--- config.mk ---
export PLATFORM = sky130hd
export DESIGN_NAME = fifo_rtx_ctrl
export DESIGN_NICKNAME = d
export VERILOG_FILES = /design/src/rtl/rtx_pkg.sv /design/src/rtl/rtx_input_stage.sv /design/src/rtl/rtx_count_window.sv /design/src/rtl/rtx_setup_seq.sv /design/src/rtl/fifo_rtx_ctrl.sv
export SDC_FILE = /design/constraint.sdc
export NUM_CORES = 1
export LEC_CHECK = 0
export BUFFER_PORTS_ARGS = -buffer_cell sky130_fd_sc_hd__buf_2
export CORE_AREA = 10 10 47 49
export DETAILED_ROUTE_END_ITERATION = 8
export DIE_AREA = 0 0 57 59
export SLEW_MARGIN = 5
export SYNTH_ARGS = -nofsm -noshare
export SYNTH_HDL_FRONTEND = slang
export SYNTH_SLANG_ARGS = --single-unit
--- constraint.sdc ---
create_clock -name clk_i -period 1.6 [get_ports clk_i]
set_clock_uncertainty 0.05 [all_clocks]
set_input_delay 0.16 -clock clk_i [delete_from_list [all_inputs] [get_ports clk_i]]
set_output_delay 0.16 -clock clk_i [all_outputs]
set_load 0.005 [all_outputs]
--- src/rtl/rtx_pkg.sv ---
package rtx_pkg;
  typedef enum logic {
    RTX_IDLE  = 1'b0,
    RTX_SETUP = 1'b1
  } rtx_state_e;

  // fixed length of the setup period in read-clock cycles
  localparam int RTX_SETUP_CYCLES = 2;

  // largest allowed written-word count for a timing mode
  function automatic int rtx_max_words(input int depth, input logic fwft);
    return fwft ? depth - 1 : depth - 2;
  endfunction
endpackage

--- src/rtl/rtx_input_stage.sv ---
module rtx_input_stage (
  input  logic clk_i,
  input  logic rst_n_i,
  input  logic strobe_n_i,
  input  logic rd_en_n_i,
  input  logic wr_en_n_i,
  output logic fall_o,
  output logic quiet_o
);
  logic strobe_q, rd_q, wr_q;

  // previous-edge samples; reset to the idle (high) levels
  always_ff @(posedge clk_i or negedge rst_n_i) begin
    if (!rst_n_i) begin
      strobe_q <= 1'b1;
      rd_q     <= 1'b1;
      wr_q     <= 1'b1;
    end else begin
      strobe_q <= strobe_n_i;
      rd_q     <= rd_en_n_i;
      wr_q     <= wr_en_n_i;
    end
  end

  // request: strobe low now, high at the previous edge
  assign fall_o  = strobe_q & ~strobe_n_i;
  // both enables idle at the previous edge and at this one
  assign quiet_o = rd_q & wr_q & rd_en_n_i & wr_en_n_i;
endmodule

--- src/rtl/rtx_count_window.sv ---
module rtx_count_window #(
  parameter int DEPTH = 16384,
  parameter int CNT_W = $clog2(DEPTH + 2)
) (
  input  logic [CNT_W-1:0] words_i,
  input  logic             fwft_i,
  output logic             in_window_o
);
  import rtx_pkg::*;

  localparam logic [CNT_W-1:0] MAX_STD  = CNT_W'(rtx_max_words(DEPTH, 1'b0));
  localparam logic [CNT_W-1:0] MAX_FWFT = CNT_W'(rtx_max_words(DEPTH, 1'b1));

  logic [CNT_W-1:0] limit;
  logic             nonzero;

  assign limit       = fwft_i ? MAX_FWFT : MAX_STD;
  assign nonzero     = |words_i;
  assign in_window_o = nonzero && (words_i <= limit);
endmodule

--- src/rtl/rtx_setup_seq.sv ---
module rtx_setup_seq #(
  parameter int SETUP_CYCLES = rtx_pkg::RTX_SETUP_CYCLES,
  localparam int CW = (SETUP_CYCLES > 1) ? $clog2(SETUP_CYCLES) : 1
) (
  input  logic clk_i,
  input  logic rst_n_i,
  input  logic fall_i,
  input  logic quiet_i,
  input  logic in_window_i,
  input  logic fwft_i,
  output logic rptr_clear_o,
  output logic empty_force_o,
  output logic err_o
);
  import rtx_pkg::*;

  rtx_state_e    state_q;
  logic [CW-1:0] left_q;

  always_ff @(posedge clk_i or negedge rst_n_i) begin
    if (!rst_n_i) begin
      state_q       <= RTX_IDLE;
      left_q        <= '0;
      rptr_clear_o  <= 1'b0;
      empty_force_o <= 1'b0;
      err_o         <= 1'b0;
    end else begin
      err_o <= 1'b0;
      unique case (state_q)
        RTX_IDLE: begin
          if (fall_i) begin
            if (quiet_i && in_window_i) begin
              state_q       <= RTX_SETUP;
              left_q        <= CW'(SETUP_CYCLES - 1);
              rptr_clear_o  <= 1'b1;
              empty_force_o <= ~fwft_i;
            end else begin
              err_o <= 1'b1;
            end
          end
        end
        RTX_SETUP: begin
          // strobes are not looked at while setup runs
          if (left_q == '0) begin
            state_q       <= RTX_IDLE;
            rptr_clear_o  <= 1'b0;
            empty_force_o <= 1'b0;
          end else begin
            left_q <= left_q - 1'b1;
          end
        end
        default: state_q <= RTX_IDLE;
      endcase
    end
  end
endmodule

--- src/rtl/fifo_rtx_ctrl.sv ---
module fifo_rtx_ctrl #(
  parameter int DEPTH = 16384,
  parameter int CNT_W = $clog2(DEPTH + 2)
) (
  input  logic             clk_i,
  input  logic             rst_n_i,
  input  logic             fwft_mode_i,
  input  logic             rtx_strobe_n_i,
  input  logic             rd_en_n_i,
  input  logic             wr_en_n_i,
  input  logic [CNT_W-1:0] words_written_i,
  output logic             rptr_clear_o,
  output logic             empty_force_o,
  output logic             rtx_err_o
);
  logic fall, quiet, in_window;

  rtx_input_stage u_in (
    .clk_i      (clk_i),
    .rst_n_i    (rst_n_i),
    .strobe_n_i (rtx_strobe_n_i),
    .rd_en_n_i  (rd_en_n_i),
    .wr_en_n_i  (wr_en_n_i),
    .fall_o     (fall),
    .quiet_o    (quiet)
  );

  rtx_count_window #(.DEPTH(DEPTH), .CNT_W(CNT_W)) u_win (
    .words_i     (words_written_i),
    .fwft_i      (fwft_mode_i),
    .in_window_o (in_window)
  );

  rtx_setup_seq u_seq (
    .clk_i         (clk_i),
    .rst_n_i       (rst_n_i),
    .fall_i        (fall),
    .quiet_i       (quiet),
    .in_window_i   (in_window),
    .fwft_i        (fwft_mode_i),
    .rptr_clear_o  (rptr_clear_o),
    .empty_force_o (empty_force_o),
    .err_o         (rtx_err_o)
  );
endmodule

==> results of run 1 <==
-- synthesized netlist by cell type --
| library cell | number |
|---|---|
| and4_1 | 1 |
| nand4b_1 | 1 |
| nand3_1 | 1 |
| nand2b_1 | 1 |
| inv_1 | 3 |
| a21o_1 | 3 |
| dfstp_2 | 3 |
| nor3_1 | 1 |
| nor4_1 | 3 |
| ha_1 | 1 |
| dfrtp_1 | 5 |
| mux2i_1 | 1 |
| nor4_4 | 2 |
| nor2_1 | 2 |
| or2_4 | 1 |
| nand3b_1 | 1 |
| nand4_1 | 3 |
| nand2_1 | 1 |
-- layout make-up --
cell class / instances / area share (%)
clock buffers: 4 / 4.36
inverters: 3 / 1.87
multi-input cells: 23 / 30.9
flip-flops and latches: 8 / 33.8
well taps: 16 / 3.32
repair buffers: 27 / 25.7
-- what timing repair did --
| item | in CTS | in global routing |
|---|---|---|
| setup endpoints to repair | 1 | 0 |
| hold buffers | 4 | 0 |
| endpoints found under the hold margin | 11 | 0 |
-- metal layers --
| metal | part of all wire (%) | vias to the layer above |
|---|---|---|
| met3 | 10 | 2 |
| met5 | 0 | - |
| li1 | - | 191 |
| met2 | 53 | 14 |
| met1 | 35 | 177 |
| met4 | 1.6 | 0 |
-- kinds of logic after synthesis --
group / synth area share (%)
fa+ha+maj: 3.11
flops: 50.8
compound gates: 5.61
buf+inv: 2.80
simple gates: 35.2
mux: 2.49
-- final timing paths --
kind                                                   end  slack [ns]  depth (start not counted)
setup reg to reg           u_seq.empty_force_o$_DFFE_PN0P_        0.14                          4
hold / removal             u_seq.empty_force_o$_DFFE_PN0P_        0.07                          2
setup / recovery           u_seq.empty_force_o$_DFFE_PN0P_        0.12                          6
hold reg to reg             u_seq.rptr_clear_o$_DFFE_PN0P_        0.42                          1
max in group asynchronous          u_in.strobe_q$_DFF_PN1_        1.04                          2
min in group asynchronous          u_seq.state_q$_DFF_PN0_        0.21                          2
-- cells in the final DEF, fill, tap and decap left out, types with 3 or more instances in the layout --
master / n
dfrtp_1: 5
nor4_1: 3
buf_2: 23
dlygate4sd3_1: 4
clkbuf_4: 3
nand4_1: 3
a21o_1: 3
inv_1: 3
dfstp_2: 3
-- per-stage QoR --
step / instance area [µm²] / setup WS [ns]
floorplan: 402 / 0.113
global placement: 537 / 0.0684
detailed placement: 537 / 0.0322
CTS: 603 / 0.117
global route: 603 / 0.0423
finish: 603 / 0.124
-- state kept, by name, indices dropped and copies added (netlist names) --
| signal | count |
|---|---|
| u_seq.left_q | 1 |
| u_in.rd_q | 1 |
| u_seq.err_o | 1 |
| u_in.strobe_q | 1 |
| u_seq.empty_force_o | 1 |
| u_in.wr_q | 1 |
| u_seq.state_q | 1 |
| u_seq.rptr_clear_o | 1 |
-- power breakdown --
part           leakage [nW]  internal [mW]  switching (mW)
combinational         0.197         0.0515          0.0406
clock                0.0150         0.0957          0.0738
sequential           0.0952          0.229          0.0103
total                 0.307          0.376           0.125
==> flow_summary.html, run 1 <==
<table>
<tr><th>Metric</th><th>Value</th></tr>
<tr><th colspan="2">Status</th></tr>
<tr><td>Status</td><td>finished clean</td></tr>
<tr><th colspan="2">Critical path</th></tr>
<tr><td>Cell Chain, Critical Path</td><td>dlygate4sd3_1 &gt; buf_2 &gt; nand4_1 &gt; or2_4 &gt; nor4_4 &gt; mux2i_1</td></tr>
<tr><td>Family of cells with the greatest summed delay on the critical path</td><td>buffers and inverters</td></tr>
<tr><td>Worst path arrival time</td><td>1.61 ns</td></tr>
<tr><td>Biggest cell delay along the critical path</td><td>0.52 ns</td></tr>
<tr><td>Combined buffer and inverter count along the critical path</td><td>2</td></tr>
<tr><td>Worst-path maximum fanout</td><td>4</td></tr>
<tr><td>Slowest stage cell on the critical path</td><td>dlygate4sd3_1</td></tr>
<tr><td>Critical path type</td><td>input pin to flop</td></tr>
<tr><td>Reg2Reg Launch Point</td><td>u_in.rd_q$_DFF_PN1_</td></tr>
<tr><td>Critical path origin</td><td>rd_en_n_i</td></tr>
<tr><td>CP Data Required Time</td><td>1.73 ns</td></tr>
<tr><td>Type of element capturing the critical path</td><td>flop</td></tr>
<tr><td>Kind of start point of the critical path</td><td>input pin</td></tr>
<tr><th colspan="2">Synth</th></tr>
<tr><td>Fraction of the yosys area taken by sequential cells</td><td>50.8%</td></tr>
<tr><td>Synthesized netlist net count</td><td>56</td></tr>
<tr><td>Number of synthesized register bits</td><td>8</td></tr>
<tr><td>Area share of the largest cell type after synthesis</td><td>31.2%</td></tr>
<tr><td>Average footprint of a synthesized cell</td><td>11.8 µm²</td></tr>
<tr><td>Cell count after synthesis</td><td>34</td></tr>
<tr><td>Synth warnings</td><td>0</td></tr>
<tr><td>Synth area leader</td><td>dfrtp_1</td></tr>
<tr><td>Unique cell type count in the Yosys netlist</td><td>18</td></tr>
<tr><td>Netlist area before placement</td><td>402 µm²</td></tr>
<tr><td>Dominant cells by area after synthesis</td><td>dfrtp_1 (31%), dfstp_2 (20%), nor4_4 (11%)</td></tr>
<tr><th colspan="2">Global routing</th></tr>
<tr><td>GR met3 Demand/Resource</td><td>5.58%</td></tr>
<tr><td>Via count of the first global-routing pass</td><td>459</td></tr>
<tr><td>Grt met2 use</td><td>11.3%</td></tr>
<tr><td>Total track usage</td><td>6.91%</td></tr>
<tr><td>Largest net degree at the start of global routing</td><td>9</td></tr>
<tr><td>Total overflow reported by the global router</td><td>0</td></tr>
<tr><td>Busiest layer in global routing</td><td>met2</td></tr>
<tr><td>Antenna violations before repair</td><td>0</td></tr>
<tr><td>GRT met1 Usage</td><td>5.80%</td></tr>
<tr><td>First-pass GRT wire length</td><td>1790 µm</td></tr>
<tr><th colspan="2">Clock tree</th></tr>
<tr><td>Maximum level of the CTS H-tree</td><td>1</td></tr>
<tr><td>Clock latency on the worst-skew pair</td><td>0.26 ns</td></tr>
<tr><td>Clock transition at the registers of the reported paths</td><td>0.06 ns</td></tr>
<tr><td>Buffers inserted during post-CTS setup optimization</td><td>0</td></tr>
<tr><td>Largest buffer count on any clock path</td><td>2</td></tr>
<tr><td>Number of cells upsized or downsized after cts</td><td>0</td></tr>
<tr><td>CTS root buffer</td><td>clkbuf_4</td></tr>
<tr><td>Clock tree sinks</td><td>8</td></tr>
<tr><td>Number of clock buffers inserted by TritonCTS</td><td>3</td></tr>
<tr><td>TritonCTS clock tree</td><td>yes</td></tr>
<tr><th colspan="2">Cells and area</th></tr>
<tr><td>Count of antenna diodes in the layout</td><td>0</td></tr>
<tr><td># fillers</td><td>147</td></tr>
<tr><td>Multi-input gate area</td><td>186 µm²</td></tr>
<tr><td>Proportion of layout cells with a drive suffix above 1</td><td>49.2%</td></tr>
<tr><td>Area overhead of the layout relative to synthesis</td><td>50.2%</td></tr>
<tr><td>Number of nets in the finished design</td><td>88</td></tr>
<tr><td>Register Area</td><td>204 µm²</td></tr>
<tr><td>Utilization of the core after routing</td><td>43.0%</td></tr>
<tr><td>Filler-free cell count of the finished design</td><td>81</td></tr>
<tr><th colspan="2">Flow run</th></tr>
<tr><td>Max-cap check violation count</td><td>0</td></tr>
<tr><th colspan="2">Floorplanning</th></tr>
<tr><td>Die W</td><td>57 µm</td></tr>
<tr><td>Row Count</td><td>14</td></tr>
<tr><td>Floorplan Core Area</td><td>0.00140 mm²</td></tr>
<tr><td>Chip Height</td><td>59 µm</td></tr>
<tr><td>Area of the die</td><td>0.00336 mm²</td></tr>
<tr><td>Boundary Pins</td><td>24</td></tr>
<tr><td>Initial standard-cell utilization of the core</td><td>28.7%</td></tr>
<tr><th colspan="2">Placement</th></tr>
<tr><td>Number of cells after detailed placement</td><td>73</td></tr>
<tr><td>Post-detailed-placement half-perimeter wirelength</td><td>894 µm</td></tr>
<tr><td>Final weighted congestion of routability-driven global placement</td><td>0.672</td></tr>
<tr><td>Number of buffers added on ports</td><td>23</td></tr>
<tr><th colspan="2">Power</th></tr>
<tr><td>Total power of the final layout</td><td>0.501 mW</td></tr>
<tr><td>Power density relative to cell area</td><td>830 mW/mm²</td></tr>
<tr><td>Static Leak</td><td>0.307 nW</td></tr>
<tr><td>Max IR drop VDD</td><td>0.000399 V</td></tr>
<tr><th colspan="2">STA</th></tr>
<tr><td>Transition time at the pin with the least slew margin</td><td>0.325 ns</td></tr>
<tr><td>Final sum of negative setup slack</td><td>0 ns</td></tr>
<tr><td>Highest clock frequency the design can meet</td><td>0.677 GHz</td></tr>
<tr><td>Worst Hold Slack</td><td>0.0720 ns</td></tr>
<tr><td>Final count of negative-setup-slack endpoints</td><td>0</td></tr>
<tr><td>Unrepaired setup endpoints after global routing</td><td>no</td></tr>
<tr><td>Max-slew violation total from the final report</td><td>0</td></tr>
<tr><td>Worst slew margin</td><td>78.1%</td></tr>
<tr><td>Post-layout min period</td><td>1.48 ns</td></tr>
<tr><td>Crit share post-route</td><td>92.3%</td></tr>
<tr><td>Final hold violation count</td><td>0</td></tr>
<tr><th colspan="2">Route</th></tr>
<tr><td>Routed wirelength normalized by instance count</td><td>13.4 µm</td></tr>
<tr><td>Number of nets still failing antenna checks after routing</td><td>0</td></tr>
<tr><td>Iteration-0 DRC Markers</td><td>3</td></tr>
<tr><td>Number of DRC violations after detailed routing</td><td>0</td></tr>
<tr><td>Total Wirelength</td><td>1090 µm</td></tr>
<tr><td>DR pass1 iterations</td><td>3</td></tr>
<tr><td>Detailed-route via count</td><td>384</td></tr>
<tr><td>Via density per instance</td><td>4.74</td></tr>
<tr><th colspan="2">Hold path</th></tr>
<tr><td>Class of the most critical hold timing path</td><td>input pin to flop</td></tr>
<tr><td>Hold path start</td><td>fwft_mode_i</td></tr>
</table>
Power figures use the tool's default switching activity.
==> run 2: changes to the inputs <==
==> constraint.sdc (replaced) <==
create_clock -name clk_i -period 1.4 [get_ports clk_i]
set_clock_uncertainty 0.05 [all_clocks]
set_input_delay 0.14 -clock clk_i [delete_from_list [all_inputs] [get_ports clk_i]]
set_output_delay 0.14 -clock clk_i [all_outputs]
set_load 0.005 [all_outputs]
==> run 2 against run 1 <==
  * Total power is 14% higher
  * Clock power is 12% higher
  * Design area up 2.5%
  * Sequential share of layout area decreased by 0.82 points
  * Sequential power rose by 15%
  * Register-to-register slack worse by 0.13 ns
  * Combinational power up 15%
  * Count of clock-buffer cells in the layout unchanged
  * Wire length shrank 5.1%
  * Utilization rose by 1.1 points
  * Largest cell class unchanged
==> flow_summary.html, run 2 (synthesis results as in run 1) <==
<table>
<tr><th>Metric</th><th>Value</th></tr>
<tr><th colspan="2">Cells and area</th></tr>
<tr><td>Count of antenna diodes in the layout</td><td>0 (unchanged)</td></tr>
<tr><td>Utilization of the core after routing</td><td>44.1% (was 43.0%)</td></tr>
<tr><td>Commonest cells after routing, fill and taps aside</td><td>buf_2 (23), dfrtp_1 (5), dlygate4sd3_1 (4) (unchanged)</td></tr>
<tr><td>Area overhead of the layout relative to synthesis</td><td>53.9% (was 50.2%)</td></tr>
<tr><td>Number of nets in the finished design</td><td>90 (was 88)</td></tr>
<tr><td>Commonest non-fill, non-tap cell in the layout</td><td>buf_2 (unchanged)</td></tr>
<tr><td>Proportion of layout cells with a drive suffix above 1</td><td>50.7% (was 49.2%)</td></tr>
<tr><th colspan="2">Power</th></tr>
<tr><td>Max IR drop VDD</td><td>0.000364 V (was 0.000399 V)</td></tr>
<tr><td>Static Leak</td><td>0.316 nW (was 0.307 nW)</td></tr>
<tr><td>Power density relative to cell area</td><td>923 mW/mm² (was 830 mW/mm²)</td></tr>
<tr><td>Total power of the final layout</td><td>0.570 mW (was 0.501 mW)</td></tr>
<tr><th colspan="2">Route</th></tr>
<tr><td>Routed wirelength normalized by instance count</td><td>12.4 µm (was 13.4 µm)</td></tr>
<tr><td>DR pass1 iterations</td><td>2 (was 3)</td></tr>
<tr><td>Total Wirelength</td><td>1030 µm (was 1090 µm)</td></tr>
<tr><td>Detailed-route via count</td><td>388 (was 384)</td></tr>
<tr><td>Iteration-0 DRC Markers</td><td>4 (was 3)</td></tr>
<tr><td>Number of DRC violations after detailed routing</td><td>0 (unchanged)</td></tr>
<tr><td>Number of nets still failing antenna checks after routing</td><td>0 (unchanged)</td></tr>
<tr><td>Via density per instance</td><td>4.67 (was 4.74)</td></tr>
<tr><th colspan="2">Critical path</th></tr>
<tr><td>Kind of start point of the critical path</td><td>flop (was input pin)</td></tr>
<tr><td>Cell Chain, Critical Path</td><td>nand4_1 &gt; or2_4 &gt; nor4_4 &gt; mux2i_1 (was dlygate4sd3_1 &gt; buf_2 &gt; nand4_1 &gt; or2_4 &gt; nor4_4 &gt; mux2i_1)</td></tr>
<tr><td>Worst-path maximum fanout</td><td>4 (unchanged)</td></tr>
<tr><td>Worst path arrival time</td><td>1.53 ns (was 1.61 ns)</td></tr>
<tr><td>Biggest cell delay along the critical path</td><td>0.51 ns (was 0.52 ns)</td></tr>
<tr><td>FF-to-FF End</td><td>u_seq.empty_force_o$_DFFE_PN0P_ (unchanged)</td></tr>
<tr><td>Critical path type</td><td>flop to flop (was input pin to flop)</td></tr>
<tr><td>Slowest stage cell on the critical path</td><td>dfstp_2 (was dlygate4sd3_1)</td></tr>
<tr><td>Number of cell instances on the worst register-to-register path</td><td>4 (unchanged)</td></tr>
<tr><td>Type of element capturing the critical path</td><td>flop (unchanged)</td></tr>
<tr><td>Reg2Reg Launch Point</td><td>u_in.rd_q$_DFF_PN1_ (unchanged)</td></tr>
<tr><td>Critical path origin</td><td>u_in.rd_q$_DFF_PN1_ (was rd_en_n_i)</td></tr>
<tr><td>Setup slack, reg-to-reg</td><td>0.007 ns (was 0.14 ns)</td></tr>
<tr><td>CP Data Required Time</td><td>1.54 ns (was 1.73 ns)</td></tr>
<tr><th colspan="2">Clock tree</th></tr>
<tr><td>Clock latency on the worst-skew pair</td><td>0.26 ns (about the same)</td></tr>
<tr><td>Buffers inserted during post-CTS setup optimization</td><td>0 (unchanged)</td></tr>
<tr><td>Clock tree sinks</td><td>8 (unchanged)</td></tr>
<tr><td>Clock transition at the registers of the reported paths</td><td>0.06 ns (about the same)</td></tr>
<tr><td>TritonCTS clock tree</td><td>yes (unchanged)</td></tr>
<tr><td>Maximum level of the CTS H-tree</td><td>1 (unchanged)</td></tr>
<tr><td>Number of clock buffers inserted by TritonCTS</td><td>3 (unchanged)</td></tr>
<tr><td>CTS root buffer</td><td>clkbuf_4 (unchanged)</td></tr>
<tr><td>Largest buffer count on any clock path</td><td>2 (unchanged)</td></tr>
<tr><th colspan="2">Global routing</th></tr>
<tr><td>Total track usage</td><td>7.17% (was 6.91%)</td></tr>
<tr><td>Antenna violations before repair</td><td>0 (unchanged)</td></tr>
<tr><td>Via count of the first global-routing pass</td><td>459 (unchanged)</td></tr>
<tr><td>Largest net degree at the start of global routing</td><td>9 (unchanged)</td></tr>
<tr><td>Total overflow reported by the global router</td><td>0 (unchanged)</td></tr>
<tr><td>First-pass GRT wire length</td><td>1860 µm (was 1790 µm)</td></tr>
<tr><th colspan="2">Hold path</th></tr>
<tr><td>Class of the most critical hold timing path</td><td>input pin to flop (unchanged)</td></tr>
<tr><td>Hold path start</td><td>fwft_mode_i (unchanged)</td></tr>
<tr><td>Worst hold path stage count</td><td>3 (was 2)</td></tr>
<tr><td>Worst hold path endpoint</td><td>u_seq.empty_force_o$_DFFE_PN0P_ (unchanged)</td></tr>
<tr><th colspan="2">Floorplanning</th></tr>
<tr><td>Chip Height</td><td>59 µm (unchanged)</td></tr>
<tr><td>Floorplan Core Area</td><td>0.00140 mm² (unchanged)</td></tr>
<tr><td>Initial standard-cell utilization of the core</td><td>28.7% (unchanged)</td></tr>
<tr><td>Die W</td><td>57 µm (unchanged)</td></tr>
<tr><td>Area of the die</td><td>0.00336 mm² (unchanged)</td></tr>
<tr><td>Boundary Pins</td><td>24 (unchanged)</td></tr>
<tr><td>Row Count</td><td>14 (unchanged)</td></tr>
<tr><th colspan="2">STA</th></tr>
<tr><td>Highest clock frequency the design can meet</td><td>0.718 GHz</td></tr>
<tr><td>Transition time at the pin with the least slew margin</td><td>0.307 ns (was 0.325 ns)</td></tr>
<tr><td>Post-layout min period</td><td>1.39 ns</td></tr>
<tr><td>Unrepaired setup endpoints after global routing</td><td>yes (was no)</td></tr>
<tr><td>Final count of negative-setup-slack endpoints</td><td>0 (unchanged)</td></tr>
<tr><td>Crit share post-route</td><td>99.5%</td></tr>
<tr><td>Worst slew margin</td><td>79.4% (was 78.1%)</td></tr>
<tr><td>Final hold violation count</td><td>0 (unchanged)</td></tr>
<tr><td>Max-slew violation total from the final report</td><td>0 (unchanged)</td></tr>
<tr><th colspan="2">Status</th></tr>
<tr><td>Status</td><td>finished clean (unchanged)</td></tr>
<tr><th colspan="2">Placement</th></tr>
<tr><td>Final weighted congestion of routability-driven global placement</td><td>0.668 (was 0.672)</td></tr>
<tr><td>Post-detailed-placement half-perimeter wirelength</td><td>888 µm (was 894 µm)</td></tr>
<tr><td>Number of buffers added on ports</td><td>23 (unchanged)</td></tr>
<tr><th colspan="2">Flow run</th></tr>
<tr><td>Max-cap check violation count</td><td>0 (unchanged)</td></tr>
</table>
==> run 2: changes by cell type in the layout (fill, tap and decap cells not counted), sizes merged <==
cell / delta
buf: +2
==> run 2: area by class of cell <==
type	count	area, µm²
clock buffers	4	26.3
fillers	155	783
inverters	3	11.3
multi-input cells	23	186
flip-flops and latches	8	204
well taps	16	20.0
repair buffers	29	170
==> run 2: metrics by stage <==
step           std cells  instance area (µm²)  worst slack (ns)  hold WS (ns)  TNS (ns)
6_report              83                  618           0.00651         0.105         0
5_1_grt               83                  618           -0.0844         0.108   -0.0844
4_1_cts               83                  618           -0.0187        0.0950   -0.0187
3_5_place_dp          75                  552           -0.0704       -0.0602    -0.259
3_3_place_gp          75                  552           -0.0539       -0.0630    -0.193
2_1_floorplan         34                  402            0.0493        -0.206         0
==> run 2: critical path, delay by kind of cell (launching register included) <==
family	cells	cell delay [ns]
flip-flops	1	0.51
multiplexers	1	0.21
AND/OR/NAND/NOR	3	0.56
==> run 2: what timing repair did <==
item	4_1_cts	5_1_grt
resized for setup	0	0
gates cloned	0	0
endpoints found under the setup margin	1	1
hold buffers	4	0
hold endpoints to repair	11	0
==> run 2: routing by layer <==
layer / up-vias / global-route usage [%] / wire length, µm
li1: 194 / - / -
met1: 174 / 7.24 / 443
met2: 18 / 10.5 / 489
met3: 2 / 3.43 / 74
met4: 0 / 7.05 / 24
met5: - / 0 / 0
==> run 2: worst max-delay path by stage <==
stage          slack [ns]                         endpoint
2_1_floorplan        0.05  u_seq.empty_force_o$_DFFE_PN0P_
3_3_place_gp        -0.05          u_seq.state_q$_DFF_PN0_
3_5_place_dp        -0.07          u_seq.state_q$_DFF_PN0_
4_1_cts             -0.02  u_seq.empty_force_o$_DFFE_PN0P_
5_1_grt             -0.08  u_seq.empty_force_o$_DFFE_PN0P_
6_report            0.007  u_seq.empty_force_o$_DFFE_PN0P_
==> run 2: power breakdown <==
part,total [mW],switching [mW],internal [mW],leakage [nW]
registers,0.274,0.0127,0.262,0.0952
logic,0.106,0.0439,0.0622,0.206
clock network,0.190,0.0807,0.109,0.0150
total,0.570,0.137,0.433,0.316
==> run 3: changes to the inputs <==
--- a/config.mk
+++ b/config.mk
@@ -12,4 +12,5 @@
 export SLEW_MARGIN = 5
 export SYNTH_ARGS = -nofsm -noshare
 export SYNTH_HDL_FRONTEND = slang
+export SYNTH_HIERARCHICAL = 1
 export SYNTH_SLANG_ARGS = --single-unit
==> run 3 against run 2 <==
  * Combinational power down 7%
  * Critical endpoint is now u_seq/rptr_clear_o$_DFFE_PN0P_
  * Critical path depth up 4
  * Largest cell class unchanged
  * Synthesized cell count up 5.9%
==> flow_summary.html, run 3 <==
<table>
<tr><th>Metric</th><th>Value</th></tr>
<tr><th colspan="2">Status</th></tr>
<tr><td>Status</td><td>finished clean (unchanged)</td></tr>
<tr><th colspan="2">Clock tree</th></tr>
<tr><td>CTS root buffer</td><td>clkbuf_4 (unchanged)</td></tr>
<tr><td>Largest buffer count on any clock path</td><td>2 (unchanged)</td></tr>
<tr><td>Clock latency on the worst-skew pair</td><td>0.25 ns (was 0.26 ns)</td></tr>
<tr><td>Maximum level of the CTS H-tree</td><td>1 (unchanged)</td></tr>
<tr><td>Clock transition at the registers of the reported paths</td><td>0.06 ns (about the same)</td></tr>
<tr><td>Clock tree sinks</td><td>8 (unchanged)</td></tr>
<tr><td>Number of clock buffers inserted by TritonCTS</td><td>3 (unchanged)</td></tr>
<tr><td>TritonCTS clock tree</td><td>yes (unchanged)</td></tr>
<tr><th colspan="2">Route</th></tr>
<tr><td>Total Wirelength</td><td>1070 µm (was 1030 µm)</td></tr>
<tr><td>DR pass1 iterations</td><td>3 (was 2)</td></tr>
<tr><td>Via density per instance</td><td>4.79 (was 4.67)</td></tr>
<tr><td>Iteration-0 DRC Markers</td><td>2 (was 4)</td></tr>
<tr><td>Detailed-route via count</td><td>407 (was 388)</td></tr>
<tr><td>Number of nets still failing antenna checks after routing</td><td>0 (unchanged)</td></tr>
<tr><td>Number of DRC violations after detailed routing</td><td>0 (unchanged)</td></tr>
<tr><td>Routed wirelength normalized by instance count</td><td>12.6 µm (was 12.4 µm)</td></tr>
<tr><th colspan="2">Flow run</th></tr>
<tr><td>Max-cap check violation count</td><td>0 (unchanged)</td></tr>
<tr><th colspan="2">Floorplanning</th></tr>
<tr><td>Floorplan Core Area</td><td>0.00140 mm² (unchanged)</td></tr>
<tr><td>Initial standard-cell utilization of the core</td><td>27.7% (was 28.7%)</td></tr>
<tr><td>Chip Height</td><td>59 µm (unchanged)</td></tr>
<tr><td>Row Count</td><td>14 (unchanged)</td></tr>
<tr><td>Area of the die</td><td>0.00336 mm² (unchanged)</td></tr>
<tr><td>Die W</td><td>57 µm (unchanged)</td></tr>
<tr><td>Boundary Pins</td><td>24 (unchanged)</td></tr>
<tr><th colspan="2">Cells and area</th></tr>
<tr><td>Number of nets in the finished design</td><td>92 (was 90)</td></tr>
<tr><td>Proportion of layout cells with a drive suffix above 1</td><td>53.6% (was 50.7%)</td></tr>
<tr><td>Count of antenna diodes in the layout</td><td>0 (unchanged)</td></tr>
<tr><td>Commonest non-fill, non-tap cell in the layout</td><td>buf_2 (unchanged)</td></tr>
<tr><td>Commonest cells after routing, fill and taps aside</td><td>buf_2 (23), dfrtp_1 (5), dlygate4sd3_1 (4), inv_1 (4) (was buf_2 (23), dfrtp_1 (5), dlygate4sd3_1 (4))</td></tr>
<tr><td>Area overhead of the layout relative to synthesis</td><td>60.3% (was 53.9%)</td></tr>
<tr><th colspan="2">Synth</th></tr>
<tr><td>Cell count after synthesis</td><td>36 (was 34)</td></tr>
<tr><td>Most instantiated cells after synthesis</td><td>dfrtp_1 (5), inv_1 (4), dfstp_2 (3)</td></tr>
<tr><td>Fraction of the yosys area taken by sequential cells</td><td>52.6% (was 50.8%)</td></tr>
<tr><td>Most frequent cell after synthesis</td><td>dfrtp_1 (unchanged)</td></tr>
<tr><td>Synth area leader</td><td>dfrtp_1 (unchanged)</td></tr>
<tr><td>Async set-or-reset flop fraction in the synthesized netlist</td><td>100% (unchanged)</td></tr>
<tr><td>Dominant cells by area after synthesis</td><td>dfrtp_1 (32%), dfstp_2 (20%), inv_1 (3.9%) (was dfrtp_1 (31%), dfstp_2 (20%), nor4_4 (11%))</td></tr>
<tr><td>Average footprint of a synthesized cell</td><td>10.8 µm² (was 11.8 µm²)</td></tr>
<tr><td>Netlist area before placement</td><td>388 µm² (was 402 µm²)</td></tr>
<tr><td>Area share of the largest cell type after synthesis</td><td>32.3% (was 31.2%)</td></tr>
<tr><td>Unique cell type count in the Yosys netlist</td><td>21 (was 18)</td></tr>
<tr><td>Synth warnings</td><td>6 (was 0)</td></tr>
<tr><td>Post-synth EDFFs</td><td>0 (unchanged)</td></tr>
<tr><td>Dominant register cell in the synthesized netlist</td><td>dfrtp_1 (unchanged)</td></tr>
<tr><td>Synthesized netlist net count</td><td>58 (was 56)</td></tr>
<tr><td>Number of synthesized register bits</td><td>8 (unchanged)</td></tr>
<tr><th colspan="2">Power</th></tr>
<tr><td>Total power of the final layout</td><td>0.556 mW (was 0.570 mW)</td></tr>
<tr><td>Static Leak</td><td>0.285 nW (was 0.316 nW)</td></tr>
<tr><td>Max IR drop VDD</td><td>0.000280 V (was 0.000364 V)</td></tr>
<tr><td>Power density relative to cell area</td><td>894 mW/mm² (was 923 mW/mm²)</td></tr>
<tr><th colspan="2">Placement</th></tr>
<tr><td>Number of buffers added on ports</td><td>23 (unchanged)</td></tr>
<tr><td>Post-detailed-placement half-perimeter wirelength</td><td>911 µm (was 888 µm)</td></tr>
<tr><td>Final weighted congestion of routability-driven global placement</td><td>0.662 (was 0.668)</td></tr>
<tr><th colspan="2">STA</th></tr>
<tr><td>Crit share post-route</td><td>90.9% (was 99.5%)</td></tr>
<tr><td>Transition time at the pin with the least slew margin</td><td>0.335 ns (was 0.307 ns)</td></tr>
<tr><td>Worst slew margin</td><td>77.5% (was 79.4%)</td></tr>
<tr><td>Final hold violation count</td><td>0 (unchanged)</td></tr>
<tr><td>Final count of negative-setup-slack endpoints</td><td>0 (unchanged)</td></tr>
<tr><td>Unrepaired setup endpoints after global routing</td><td>no (was yes)</td></tr>
<tr><td>Max-slew violation total from the final report</td><td>0 (unchanged)</td></tr>
<tr><td>Post-layout min period</td><td>1.27 ns (was 1.39 ns)</td></tr>
<tr><td>Highest clock frequency the design can meet</td><td>0.786 GHz (was 0.718 GHz)</td></tr>
<tr><td>Worst Hold Slack</td><td>0.147 ns (was 0.105 ns)</td></tr>
<tr><th colspan="2">Global routing</th></tr>
<tr><td>Antenna violations before repair</td><td>0 (unchanged)</td></tr>
<tr><td>Total track usage</td><td>7.64% (was 7.17%)</td></tr>
<tr><td>Largest net degree at the start of global routing</td><td>9 (unchanged)</td></tr>
<tr><td>Total overflow reported by the global router</td><td>0 (unchanged)</td></tr>
<tr><td>First-pass GRT wire length</td><td>1920 µm (was 1860 µm)</td></tr>
<tr><td>Via count of the first global-routing pass</td><td>471 (was 459)</td></tr>
<tr><th colspan="2">Critical path</th></tr>
<tr><td>CP Data Required Time</td><td>1.48 ns (was 1.54 ns)</td></tr>
<tr><td>Reg2Reg Launch Point</td><td>u_in/rd_q$_DFF_PN1_ (was u_in.rd_q$_DFF_PN1_)</td></tr>
<tr><td>Critical path origin</td><td>words_written_i[0] (was u_in.rd_q$_DFF_PN1_)</td></tr>
<tr><td>FF-to-FF End</td><td>u_seq/empty_force_o$_DFFE_PN0P_ (was u_seq.empty_force_o$_DFFE_PN0P_)</td></tr>
<tr><td>Worst path arrival time</td><td>1.35 ns (was 1.53 ns)</td></tr>
<tr><td>Worst-path maximum fanout</td><td>3 (was 4)</td></tr>
<tr><td>Type of element capturing the critical path</td><td>flop (unchanged)</td></tr>
<tr><td>Worst setup path endpoint</td><td>u_seq/rptr_clear_o$_DFFE_PN0P_ (was u_seq.empty_force_o$_DFFE_PN0P_)</td></tr>
<tr><td>Setup slack, reg-to-reg</td><td>0.13 ns (was 0.007 ns)</td></tr>
<tr><td>Critical path type</td><td>input pin to flop (was flop to flop)</td></tr>
<tr><td>Kind of start point of the critical path</td><td>input pin (was flop)</td></tr>
<tr><td>Number of cell instances on the worst register-to-register path</td><td>3 (was 4)</td></tr>
<tr><th colspan="2">Hold path</th></tr>
<tr><td>Class of the most critical hold timing path</td><td>input pin to flop (unchanged)</td></tr>
</table>
-- run 3: cell count changes after synthesis, sizes merged, moves of 2 or more --
cell   delta
a21o      -3
a31oi     +2
nor2      -2
nor4      -3
o21ai     +2
-- run 3: power breakdown --
part | total (mW) | switching (mW) | internal (mW)
Clock | 0.188 | 0.0787 | 0.109
Combinational | 0.0985 | 0.0425 | 0.0560
Sequential | 0.269 | 0.0143 | 0.255
Total | 0.556 | 0.135 | 0.420
-- run 3: logic make-up after synthesis --
logic type,Yosys count,share of synthesized area (%)
and+or+nand+nor,15,26.8
AOI/OAI and AO/OA,8,13.5
buffers and inverters,4,3.87
adders and majority gates,1,3.23
DFF,8,52.6
-- run 3: layer usage --
metal | part of all wire [%] | up-vias | track usage [%]
li1 | - | 205 | -
met1 | 43 | 176 | 7.33
met2 | 39 | 24 | 9.30
met3 | 15 | 2 | 6.01
met4 | 2.5 | 0 | 9.06
met5 | 0 | - | 0
-- run 3: worst min-delay path by stage --
stage | start | endpoint | slack [ns] | cells after the start
after floorplan | rst_n_i | u_seq/empty_force_o$_DFFE_PN0P_ | -0.21 | 0
after global routing | fwft_mode_i | u_seq/empty_force_o$_DFFE_PN0P_ | 0.15 | 3
after global placement | rst_n_i | u_seq/state_q$_DFF_PN0_ | -0.07 | 1
final | fwft_mode_i | u_seq/empty_force_o$_DFFE_PN0P_ | 0.15 | 3
after CTS | fwft_mode_i | u_seq/empty_force_o$_DFFE_PN0P_ | 0.14 | 3
after detailed placement | rst_n_i | u_seq/state_q$_DFF_PN0_ | -0.07 | 1
-- run 3: area by class of cell --
cell class	count	area, µm²
repair buffers	29	170
well taps	16	20.0
fillers	143	779
multi-input cells	24	186
flip-flops and latches	8	204
clock buffers	4	26.3
inverters	4	15.0
-- run 3: metrics by stage --
| step | worst slack (ns) | area, µm² | TNS [ns] | util [%] | cells |
|---|---|---|---|---|---|
| finish | 0.128 | 622 | 0 | 44.4 | 85 |
| floorplan | 0.0647 | 388 | 0 | - | 36 |
| detailed placement | -0.164 | 538 | -0.702 | 38.4 | 77 |
| CTS | 0.106 | 604 | 0 | 43.1 | 85 |
| global route | 0.00343 | 622 | 0 | 44.4 | 85 |
| global placement | -0.115 | 538 | -0.421 | 38.4 | 77 |
-- run 3: worst max-delay path, stage by stage --
cell      delay, ns
buf_2          0.09
inv_1          0.04
ha_1           0.17
nand4b_1       0.18
o41ai_2        0.38
a31oi_2        0.10
a31oi_1        0.18
o21ai_0        0.09
-- run 3: timing repair --
action                                  in CTS  in global routing
buffers inserted                             0                  0
resized for setup                            0                  4
endpoints found under the setup margin       0                  2
hold buffers                                 4                  0
hold endpoints to repair                    11                  0
